--- src/rtl/crc_pkg.sv ---
package crc_pkg;
  localparam int unsigned CRC_W  = 32;
  localparam int unsigned BYTE_W = 8;

  typedef enum logic [1:0] {
    WSEL_8   = 2'd0,
    WSEL_16  = 2'd1,
    WSEL_32  = 2'd2,
    WSEL_32B = 2'd3
  } wsel_e;

  typedef enum logic [1:0] {
    REG_INIT = 2'd0,
    REG_POLY = 2'd1,
    REG_XOR  = 2'd2,
    REG_CTRL = 2'd3
  } reg_e;

  typedef struct packed {
    logic [CRC_W-1:0] init;
    logic [CRC_W-1:0] poly;
    logic [CRC_W-1:0] fxor;
    wsel_e            wsel;
    logic             msb_first;
  } crc_def_t;

  // Left-aligned mask of the live CRC bits for a width code.
  function automatic logic [CRC_W-1:0] width_mask(wsel_e w);
    logic [CRC_W-1:0] all1;
    all1 = '1;
    case (w)
      WSEL_8:  return ~(all1 >> 8);
      WSEL_16: return ~(all1 >> 16);
      default: return all1;
    endcase
  endfunction
endpackage

--- src/rtl/crc_def_bank.sv ---
module crc_def_bank
  import crc_pkg::*;
#(
  parameter int unsigned NUM_SETS = 2,
  parameter int unsigned SET_BITS = (NUM_SETS > 1) ? $clog2(NUM_SETS) : 1
) (
  input  logic                clk,
  input  logic                rst,
  input  logic                we,
  input  logic [SET_BITS-1:0] wset,
  input  logic [1:0]          waddr,
  input  logic [CRC_W-1:0]    wdata,
  input  logic [SET_BITS-1:0] rd_sel,
  output crc_def_t            rd_def
);
  crc_def_t defs [NUM_SETS];

  always_ff @(posedge clk) begin
    if (rst) begin
      for (int s = 0; s < NUM_SETS; s++) defs[s] <= '0;
    end else if (we) begin
      case (reg_e'(waddr))
        REG_INIT: defs[wset].init <= wdata;
        REG_POLY: defs[wset].poly <= wdata;
        REG_XOR:  defs[wset].fxor <= wdata;
        REG_CTRL: begin
          defs[wset].wsel      <= wsel_e'(wdata[1:0]);
          defs[wset].msb_first <= wdata[2];
        end
        default: ;
      endcase
    end
  end

  assign rd_def = defs[rd_sel];

  // an init write to set 0 is held by the bank on the next cycle
  p_cfg_init_r2: assert property (@(posedge clk) disable iff (rst)
    (we && wset == '0 && waddr == 2'd0) |=> (defs[0].init == $past(wdata)));
endmodule

--- src/rtl/crc_byte_step.sv ---
module crc_byte_step #(
  parameter int unsigned CRC_W  = 32,
  parameter int unsigned BYTE_W = 8
) (
  input  logic [CRC_W-1:0]  state_in,
  input  logic [CRC_W-1:0]  poly,
  input  logic [CRC_W-1:0]  mask,
  input  logic [BYTE_W-1:0] data,
  input  logic              msb_first,
  output logic [CRC_W-1:0]  state_out
);
  logic [CRC_W-1:0] chain [0:BYTE_W];
  logic [CRC_W-1:0] pmask;

  assign pmask    = poly & mask;
  assign chain[0] = state_in & mask;

  for (genvar i = 0; i < BYTE_W; i++) begin : g_bit
    logic             din;
    logic             fb;
    logic [CRC_W-1:0] sh;
    assign din          = msb_first ? data[BYTE_W-1-i] : data[i];
    assign fb           = chain[i][CRC_W-1] ^ din;
    assign sh           = {chain[i][CRC_W-2:0], 1'b0};
    assign chain[i+1]   = fb ? (sh ^ pmask) : sh;
  end

  assign state_out = chain[BYTE_W];
endmodule

--- src/rtl/crc_out_format.sv ---
module crc_out_format #(
  parameter int unsigned CRC_W  = 32,
  parameter int unsigned BYTE_W = 8
) (
  input  logic             clk,
  input  logic             rst,
  input  logic             fire,
  input  logic [CRC_W-1:0] state,
  input  logic [CRC_W-1:0] fxor,
  input  logic [CRC_W-1:0] mask,
  input  logic             swap,
  output logic             res_valid,
  output logic [CRC_W-1:0] res_mem
);
  localparam int unsigned NB = CRC_W / BYTE_W;

  logic [CRC_W-1:0] fin;
  logic [CRC_W-1:0] laid;

  assign fin = (state ^ fxor) & mask;

  for (genvar k = 0; k < NB; k++) begin : g_byte
    logic [BYTE_W-1:0] src;
    logic [BYTE_W-1:0] rev;
    assign src = fin[CRC_W-1-k*BYTE_W -: BYTE_W];
    for (genvar b = 0; b < BYTE_W; b++) begin : g_rev
      assign rev[b] = src[BYTE_W-1-b];
    end
    assign laid[k*BYTE_W +: BYTE_W] = swap ? rev : src;
  end

  always_ff @(posedge clk) begin
    if (rst) begin
      res_valid <= 1'b0;
      res_mem   <= '0;
    end else begin
      res_valid <= fire;
      if (fire) res_mem <= laid;
    end
  end

  // a result only ever follows a final beat
  p_res_after_last_r7: assert property (@(posedge clk) disable iff (rst)
    res_valid |-> $past(fire));
endmodule

--- src/rtl/crc_stream_engine.sv ---
module crc_stream_engine
  import crc_pkg::*;
#(
  parameter int unsigned NUM_SETS = 2,
  parameter int unsigned SET_BITS = (NUM_SETS > 1) ? $clog2(NUM_SETS) : 1
) (
  input  logic                clk,
  input  logic                rst,
  input  logic                cfg_we,
  input  logic [SET_BITS-1:0] cfg_set,
  input  logic [1:0]          cfg_addr,
  input  logic [CRC_W-1:0]    cfg_wdata,
  input  logic                s_valid,
  output logic                s_ready,
  input  logic [BYTE_W-1:0]   s_data,
  input  logic                s_start,
  input  logic                s_last,
  input  logic [SET_BITS-1:0] s_set,
  input  logic                s_swap,
  output logic [CRC_W-1:0]    partial,
  output logic                res_valid,
  output logic [CRC_W-1:0]    res_mem
);
  logic                ready_q;
  logic [CRC_W-1:0]    state_q;
  logic [CRC_W-1:0]    mask_q;
  logic [SET_BITS-1:0] act_set_q;
  logic [SET_BITS-1:0] cur_set;
  logic                beat;
  crc_def_t            cur_def;
  logic [CRC_W-1:0]    cur_mask;
  logic [CRC_W-1:0]    step_in;
  logic [CRC_W-1:0]    step_out;

  assign beat     = s_valid & ready_q;
  assign cur_set  = s_start ? s_set : act_set_q;
  assign cur_mask = width_mask(cur_def.wsel);
  assign step_in  = s_start ? cur_def.init : state_q;

  crc_def_bank #(.NUM_SETS(NUM_SETS), .SET_BITS(SET_BITS)) u_bank (
    .clk    (clk),
    .rst    (rst),
    .we     (cfg_we),
    .wset   (cfg_set),
    .waddr  (cfg_addr),
    .wdata  (cfg_wdata),
    .rd_sel (cur_set),
    .rd_def (cur_def)
  );

  crc_byte_step #(.CRC_W(CRC_W), .BYTE_W(BYTE_W)) u_step (
    .state_in  (step_in),
    .poly      (cur_def.poly),
    .mask      (cur_mask),
    .data      (s_data),
    .msb_first (cur_def.msb_first),
    .state_out (step_out)
  );

  crc_out_format #(.CRC_W(CRC_W), .BYTE_W(BYTE_W)) u_fmt (
    .clk       (clk),
    .rst       (rst),
    .fire      (beat & s_last),
    .state     (step_out),
    .fxor      (cur_def.fxor),
    .mask      (cur_mask),
    .swap      (s_swap),
    .res_valid (res_valid),
    .res_mem   (res_mem)
  );

  always_ff @(posedge clk) begin
    if (rst) begin
      ready_q   <= 1'b0;
      state_q   <= '0;
      mask_q    <= '0;
      act_set_q <= '0;
    end else begin
      ready_q <= 1'b1;
      if (beat) begin
        state_q <= step_out;
        mask_q  <= cur_mask;
        if (s_start) act_set_q <= s_set;
      end
    end
  end

  assign s_ready = ready_q;
  assign partial = state_q;

  // ready once a full cycle out of reset
  p_ready_r1: assert property (@(posedge clk) disable iff (rst)
    $past(!rst) |-> s_ready);

  // no accepted beat, no state change
  p_idle_hold_r10: assert property (@(posedge clk) disable iff (rst)
    !(s_valid && s_ready) |=> $stable(partial));

  // bits below the active width stay clear
  p_lowbits_r6: assert property (@(posedge clk) disable iff (rst)
    (partial & ~mask_q) == '0);
endmodule

--- config.mk ---
export PLATFORM = sky130hd
export DESIGN_NAME = crc_stream_engine
export DESIGN_NICKNAME = d
export VERILOG_FILES = /design/src/rtl/crc_pkg.sv /design/src/rtl/crc_def_bank.sv /design/src/rtl/crc_byte_step.sv /design/src/rtl/crc_out_format.sv /design/src/rtl/crc_stream_engine.sv
export SDC_FILE = /design/constraint.sdc
export NUM_CORES = 1
export LEC_CHECK = 0
export ABC_AREA = 1
export BUFFER_PORTS_ARGS = -buffer_cell sky130_fd_sc_hd__buf_2
export CAP_MARGIN = 20
export CORE_UTILIZATION = 50
export CTS_CLUSTER_DIAMETER = 120
export DETAILED_ROUTE_END_ITERATION = 16
export GPL_TIMING_DRIVEN = 0
export PLACE_DENSITY_LB_ADDON = 0.08
export SETUP_SLACK_MARGIN = 0.2
export SLEW_MARGIN = 20
export SYNTH_ARGS = -nofsm -noshare
export SYNTH_HDL_FRONTEND = slang
export SYNTH_SLANG_ARGS = --single-unit
--- constraint.sdc ---
create_clock -name clk -period 4.5 [get_ports clk]
set_input_delay 0.225 -clock clk [delete_from_list [all_inputs] [get_ports clk]]
set_output_delay 0.225 -clock clk [all_outputs]
set_load 0.01 [all_outputs]
# [After elaboration in Yosys (flattened, before gate mapping)]
# Memories as Yosys holds them, arrays and structs flattened.
# Index checks and enable logic that the tools add are counted.
[word_totals] regBits=67 latch_bits=0 ramBits=198 rom_bits=0 output_inout_bits=66 wordCells=80 memories=1
[op_classes] n_addsub=0 n_mul=0 div_mod_pow=0 order_cmp=0 n_eq_ne=4 n_shift=0 n_mux=45 n_bitwise=22 reduce_logical=3
[memory_table] name="u_bank.defs" depth=2 width=99 rd=1 rd_clocked_by_memory_dff=0 write_ports=2 line="crc_def_bank.sv:16" source="crc_def_t defs [NUM_SETS];"
[ops] cell="$mux 32" n=9
[ops] cell="$xor 32x32->32" n=9
[ops] cell="$mux 99" n=1
[ops] cell="$reduce_or 99->1" n=1
[ops] cell="$and 32x32->32" n=3
[ops] cell="$pmux 24 s2" n=1
[ops] cell="$mux 8" n=4
[ops] cell="$mux 1" n=29
[ops] cell="$xor 1x1->1" n=8
[ops] cell="$eq 2x1->1 const B" n=2
[ops] cell="$eq 2x2->1 const B" n=2
[ops] cell="$logic_not 2->1" n=2
[ops] cell="$mux 4" n=1
[ops] cell="$and 1x1->1" n=2

# [Depth between registers and ports, before layout]
# An unclocked memory read counts as a cell.
[depth] ltp_word=24 mapped_depth=41

# [Hierarchy]
# A second synthesis with hierarchy kept.
[unflattened] hier_cells=2806 area_unflattened_um2=18579.1
[by_module_without_submodules] module="crc_def_bank" n_inst=1 cells_each=790 area_per_inst_um2=8523.2 seq_area_each_um2=5945.7
[by_module_without_submodules] module="crc_byte_step" n_inst=1 cells_each=1350 area_per_inst_um2=6108.4 seq_area_each_um2=0.0
[by_module_without_submodules] module="crc_out_format" n_inst=1 cells_each=406 area_per_inst_um2=2319.7 seq_area_each_um2=660.6
[by_module_without_submodules] module="crc_stream_engine" n_inst=1 cells_each=260 area_per_inst_um2=1627.8 seq_area_each_um2=680.7

# [Worst setup path after synthesis]
# Ideal clock, no wire load.
[synth_path] path_type="input -> register" from="input port s_set" to="register u_fmt.res_mem[13]" t_arrival_ps=3338 slack_ps=1029 path_stages=35 path_buffers=4 cell_sequence="buf_4 > inv_2 > nand2_1 > nand3_1 > nand2_2 > nand2_1 > nand2_1 > nand2_1 > nand2_2 > inv_1 > nand2_4 > nand3_1 > nand2_2 > inv_2 > nor2_4 > nand3_2 > nand2_1 > buf_4 > nand3_1 > nand2_2 > nand3_2 > nand3_1 > nand2_2 > nand2_4 > nand3_1 > nand2_2 > buf_6 > buf_6 > nand3_1 > nand2_1 > nand2_1 > nand3_1 > nand2_1 > nand3_1 > a21oi_1"
[synth_via] elab_chain_len=24
[synth_lines] item="start, declared" line="crc_stream_engine.sv:18" source="input logic [SET_BITS-1:0] s_set,"
[synth_lines] item="$mux 1 *"
[synth_lines] item="$mem_v2 2x99 *"
[synth_lines] item="$eq 2x1->1 / $logic_not 2->1 (equally long branches)" line="crc_pkg.sv:31" source="case (w)"
[synth_lines] item="$pmux 24 s2" line="crc_pkg.sv:31"
[synth_lines] item="$and 32x32->32 (on tied branches)" line="crc_byte_step.sv:16, crc_byte_step.sv:15"
[synth_lines] item="$xor 32x32->32" line="crc_byte_step.sv:25" source="assign chain[i+1] = fb ? (sh ^ pmask) : sh;"
[synth_lines] item="$mux 32" line="crc_byte_step.sv:25"
[synth_lines] item="$xor 32x32->32" line="crc_byte_step.sv:25"
[synth_lines] item="(+8 left out)"
[synth_lines] item="$mux 32" line="crc_byte_step.sv:25"
[synth_lines] item="$xor 32x32->32" line="crc_byte_step.sv:25"
[synth_lines] item="$mux 32" line="crc_byte_step.sv:25"
[synth_lines] item="$xor 32x32->32" line="crc_byte_step.sv:25"
[synth_lines] item="$mux 32" line="crc_byte_step.sv:25"
[synth_lines] item="$xor 32x32->32" line="crc_out_format.sv:20" source="assign fin = (state ^ fxor) & mask;"
[synth_lines] item="$and 32x32->32 *" line="crc_out_format.sv:20"
[synth_lines] item="$mux 8 *" line="crc_out_format.sv:29" source="assign laid[k*BYTE_W +: BYTE_W] = swap ? rev : src;"
[synth_lines] item="end signal, assigned" line="crc_out_format.sv:38" source="if (fire) res_mem <= laid;"
[synth_lines] item="end, declared" line="crc_out_format.sv:13" source="output logic [CRC_W-1:0] res_mem"
# Every way passes the cells marked *; elsewhere a longest branch is shown, timed or not.
# A chain may end at the register's enable or synchronous reset.

# [Final worst setup path]
[layout_path] from="register act_set_q" to="register u_fmt.res_mem[0]"
[layout_via] elab_chain_len=24
[layout_lines] item="start, declared" line="crc_stream_engine.sv:27" source="logic [SET_BITS-1:0] act_set_q;"
[layout_lines] item="start signal, assigned" line="crc_stream_engine.sv:83" source="if (s_start) act_set_q <= s_set;"
[layout_lines] item="$mux 1 *"
[layout_lines] item="$mem_v2 2x99 *"
[layout_lines] item="$eq 2x1->1 / $logic_not 2->1 (equally long branches)" line="crc_pkg.sv:31"
[layout_lines] item="$pmux 24 s2" line="crc_pkg.sv:31"
[layout_lines] item="$and 32x32->32 (on tied branches)" line="crc_byte_step.sv:16, crc_byte_step.sv:15"
[layout_lines] item="$xor 32x32->32" line="crc_byte_step.sv:25"
[layout_lines] item="$mux 32" line="crc_byte_step.sv:25"
[layout_lines] item="$xor 32x32->32" line="crc_byte_step.sv:25"
[layout_lines] item="(+8 left out)"
[layout_lines] item="$mux 32" line="crc_byte_step.sv:25"
[layout_lines] item="$xor 32x32->32" line="crc_byte_step.sv:25"
[layout_lines] item="$mux 32" line="crc_byte_step.sv:25"
[layout_lines] item="$xor 32x32->32" line="crc_byte_step.sv:25"
[layout_lines] item="$mux 32" line="crc_byte_step.sv:25"
[layout_lines] item="$xor 32x32->32 *" line="crc_out_format.sv:20"
[layout_lines] item="$and 32x32->32 *" line="crc_out_format.sv:20"
[layout_lines] item="$mux 8 *" line="crc_out_format.sv:29"
# Marks and branches as above.

==> flow_summary.ini <==
[flow_run]
cap_violations = 0

[yosys]
synthArstFlopShare = 0
ys_types = 37
ys.flop_type = edfxtp_1
ys_seq_area_frac = 0.416
ys_ff_latch = 265
synth_common_cells = 911 x nand2_1, 359 x nand3_1, 265 x nor2_1, 259 x inv_1, 198 x edfxtp_1
synth.most_common_cell = nand2_1
yosys_warnings = 0
synth_cells = 2582
synth_area_leaders = edfxtp_1 34%, nand2_1 20%, nand3_1 10%, dfxtp_1 7.7%, nor2_1 5.7%
synth_nets = 2633
netlist_area_sq_mm = 0.0175
synth_top_area_frac = 0.340
synth_edf_count = 198
yosys.area.top_type = edfxtp_1
syn-mean-instance-area_sq_um = 6.78

[finish]
diodes = 0
layout-drive-gt1-share = 0.191
nets = 2833
area_growth_pct = 21.6
fin_cells = 3260

[global_routing]
grt_pass1_vias = 15765
grt_pass1_wl_microns = 96700
grt_overflow = 0
antenna_found_initial = 1
grt_use_total = 0.364
grt_max_degree = 33

[timing]
hold_viol_final = 0
fin_crit_ns = 4.23
report.final.slew_viol_count = 0
finalSetupViolCount = 0
fin_crit_sh = 0.940
worstMarginPinSlew_ns = 0.904
fmax_ghz = 0.236
clock_skew_ns = 0.0180
rsz0062_at_grt = yes
relSlewSlack = 0.398

[place]
io_buffer_count = 114
hpwlAfterDp_microns = 51100
placed_cells = 3156
place_congestion = 0.975

[power_and_ir_drop]
ir_drop_mv = 0.570
p_int_mw = 6.45
p_per_area_mw_per_mm2 = 573
p_sw_mw = 5.75
total_power_mw = 12.2
leakage_nw = 10.2
swShare = 0.471
combPwrFrac = 0.574
p_seq_frac = 0.237
clock_power_share = 0.189

[min_path]
worstHoldPathType = in2reg

[setup_path]
critPathMostFrequentCell = nand2_1
cp_slowest_cell = o21ai_2
critPathMaxStageDelay_ns = 0.54
cp_max_fo = 10
cp.arrival_ns = 4.72
crit_path_end_kind = flip-flop
worstSetupPathType = reg2reg
cp-start-kind = flip-flop
worst_ep_required_time_ns = 4.99
path_cells = nand2_2 > nand2_4 > buf_8 > buf_6 > buf_4 > buf_6 > o21ai_2 > nand2_1 > xnor2_1 > xor2_1 > xnor2_2 > xor2_1 > inv_1 > nand2_1 > nand2_1 > nand3_1 > nand2_1 > xnor2_2 > nand3_2 > nand2_1 > nand2_1 > nand3_2 > nand3_4 > a21oi_2

[drt]
vias = 18058
wl_per_cell_microns = 20.4
drt_iter0_markers = 2072
vias_per_cell = 5.54
drtPass1Iterations = 7
drt_wl_total_microns = 66600
drc = 0
ant_nets = 0

[outcome]
status = complete, no violations

[floorplan]
start_util = 0.508
rows = 68
coreArea_sq_mm = 0.0345
dieArea_sq_mm = 0.0357
die_y_microns = 189
dieWidth_microns = 189
ios = 117

[cts]
cts_tree = yes
htreeDepth = 1
cts_buffers = 29
clk_pin_slew_ns = 0.06
cts_root_buf = clkbuf_16
cts_sinks = 265
insertion_delay_ns = 0.57
postCtsHoldBufs = 0
cts_buffer_depth = 3
==> stage by stage <==
step                      hold WS (ns)  cell area [sq um]  setup WS, ns  utilization  setup TNS (ns)
final                           0.0511              21300         0.271        0.618               0
after global routing            0.0701              21300        0.0385        0.618               0
after CTS                       0.0411              20200         0.197        0.586               0
after detailed placement         0.456              18800        -0.725        0.544          -16.08
after global placement           0.454              18600        -0.661        0.541          -13.03
after floorplan                  0.490              17500          1.03            -               0
==> power groups by stage <==
stage               Clock (mW)  Combinational [mW]  Sequential [mW]
floorplan                    0                3.76             2.94
global placement             0                5.43             2.94
detailed placement           0                5.52             2.94
CTS                       2.30                5.91             2.89
global route              2.39                7.51             2.91
finish                    2.30                7.00             2.90
==> cell type report <==
cell class	count	area (sq um)
plain buffers	146	883
repair buffers	168	1110
well taps	455	569
inverters	269	1020
clock inverters	19	160
flip-flops and latches	265	7290
clock buffers	35	748
fillers	3199	13200
multi-input cells	1903	9500
==> per-layer routing <==
layer	global-route usage	vias up	routed length (microns)
met1	0.526	8474	28700
met4	0.132	2	3060
met2	0.567	804	29200
met3	0.0378	123	5570
met5	0	-	13
li1	-	8655	-
==> sequential cells by signal, indices dropped and copies added, names as in the netlist <==
register,flops
u_fmt.res_mem,32
act_set_q,1
s_ready,1
u_bank.defs,198
partial,32
u_fmt.res_valid,1
==> logic make-up after synthesis <==
kind of cell    share of synthesized area
buf+inv                            0.0946
xor+xnor                           0.0260
compound gates                     0.0639
flops                               0.416
simple gates                        0.392
mux                               0.00744
==> placed cells by master, fill, tap and decap left out, types with 5 or more instances in the layout <==
cell type / instances
a21oi_1: 59
a21oi_2: 12
buf_1: 10
buf_12: 11
buf_2: 128
buf_4: 56
buf_6: 16
clkbuf_1: 68
clkbuf_16: 31
clkbuf_2: 16
clkbuf_4: 9
clkinv_1: 6
clkinv_2: 7
dfxtp_1: 66
edfxtp_1: 198
inv_1: 255
inv_2: 8
mux2i_1: 12
nand2_1: 846
nand2_2: 70
nand2_4: 15
nand3_1: 306
nand3_2: 45
nand3_4: 15
nand3b_1: 15
nand4_1: 16
nor2_1: 254
nor2_2: 9
o211ai_1: 6
o21ai_0: 93
o21ai_1: 7
o21ai_2: 11
o21ai_4: 7
o22ai_1: 5
or2_2: 27
xnor2_1: 13
xnor2_2: 8
xor2_1: 23
xor2_2: 8
==> what timing repair did <==
| action | 4_1_cts | 5_1_grt |
|---|---|---|
| setup endpoints to repair | 61 | 59 |
| resized for setup | 102 | 253 |
| pin swaps | 15 | 53 |
| gates cloned | 1 | 3 |
| setup buffers | 19 | 27 |
==> path summary, 6_finish.rpt <==
kind                      from  cells past startpoint                  to  slack (ns)
max                  act_set_q                     24    u_fmt.res_mem[0]        0.27
min              cfg_wdata[11]                      3  u_bank.defs[1][46]        0.05
max reg2reg          act_set_q                     24    u_fmt.res_mem[0]        0.27
min reg2reg  u_fmt.res_mem[16]                      2   u_fmt.res_mem[16]        0.46
==> worst max-delay path: cells and delay by family, from the launching register on <==
| family | cells | cell delay [ns] |
|---|---|---|
| compound gates | 2 | 0.72 |
| buf+inv | 5 | 0.76 |
| flops | 1 | 0.33 |
| xor+xnor | 5 | 1.09 |
| simple gates | 12 | 1.19 |
Power figures use the tool's default switching activity.
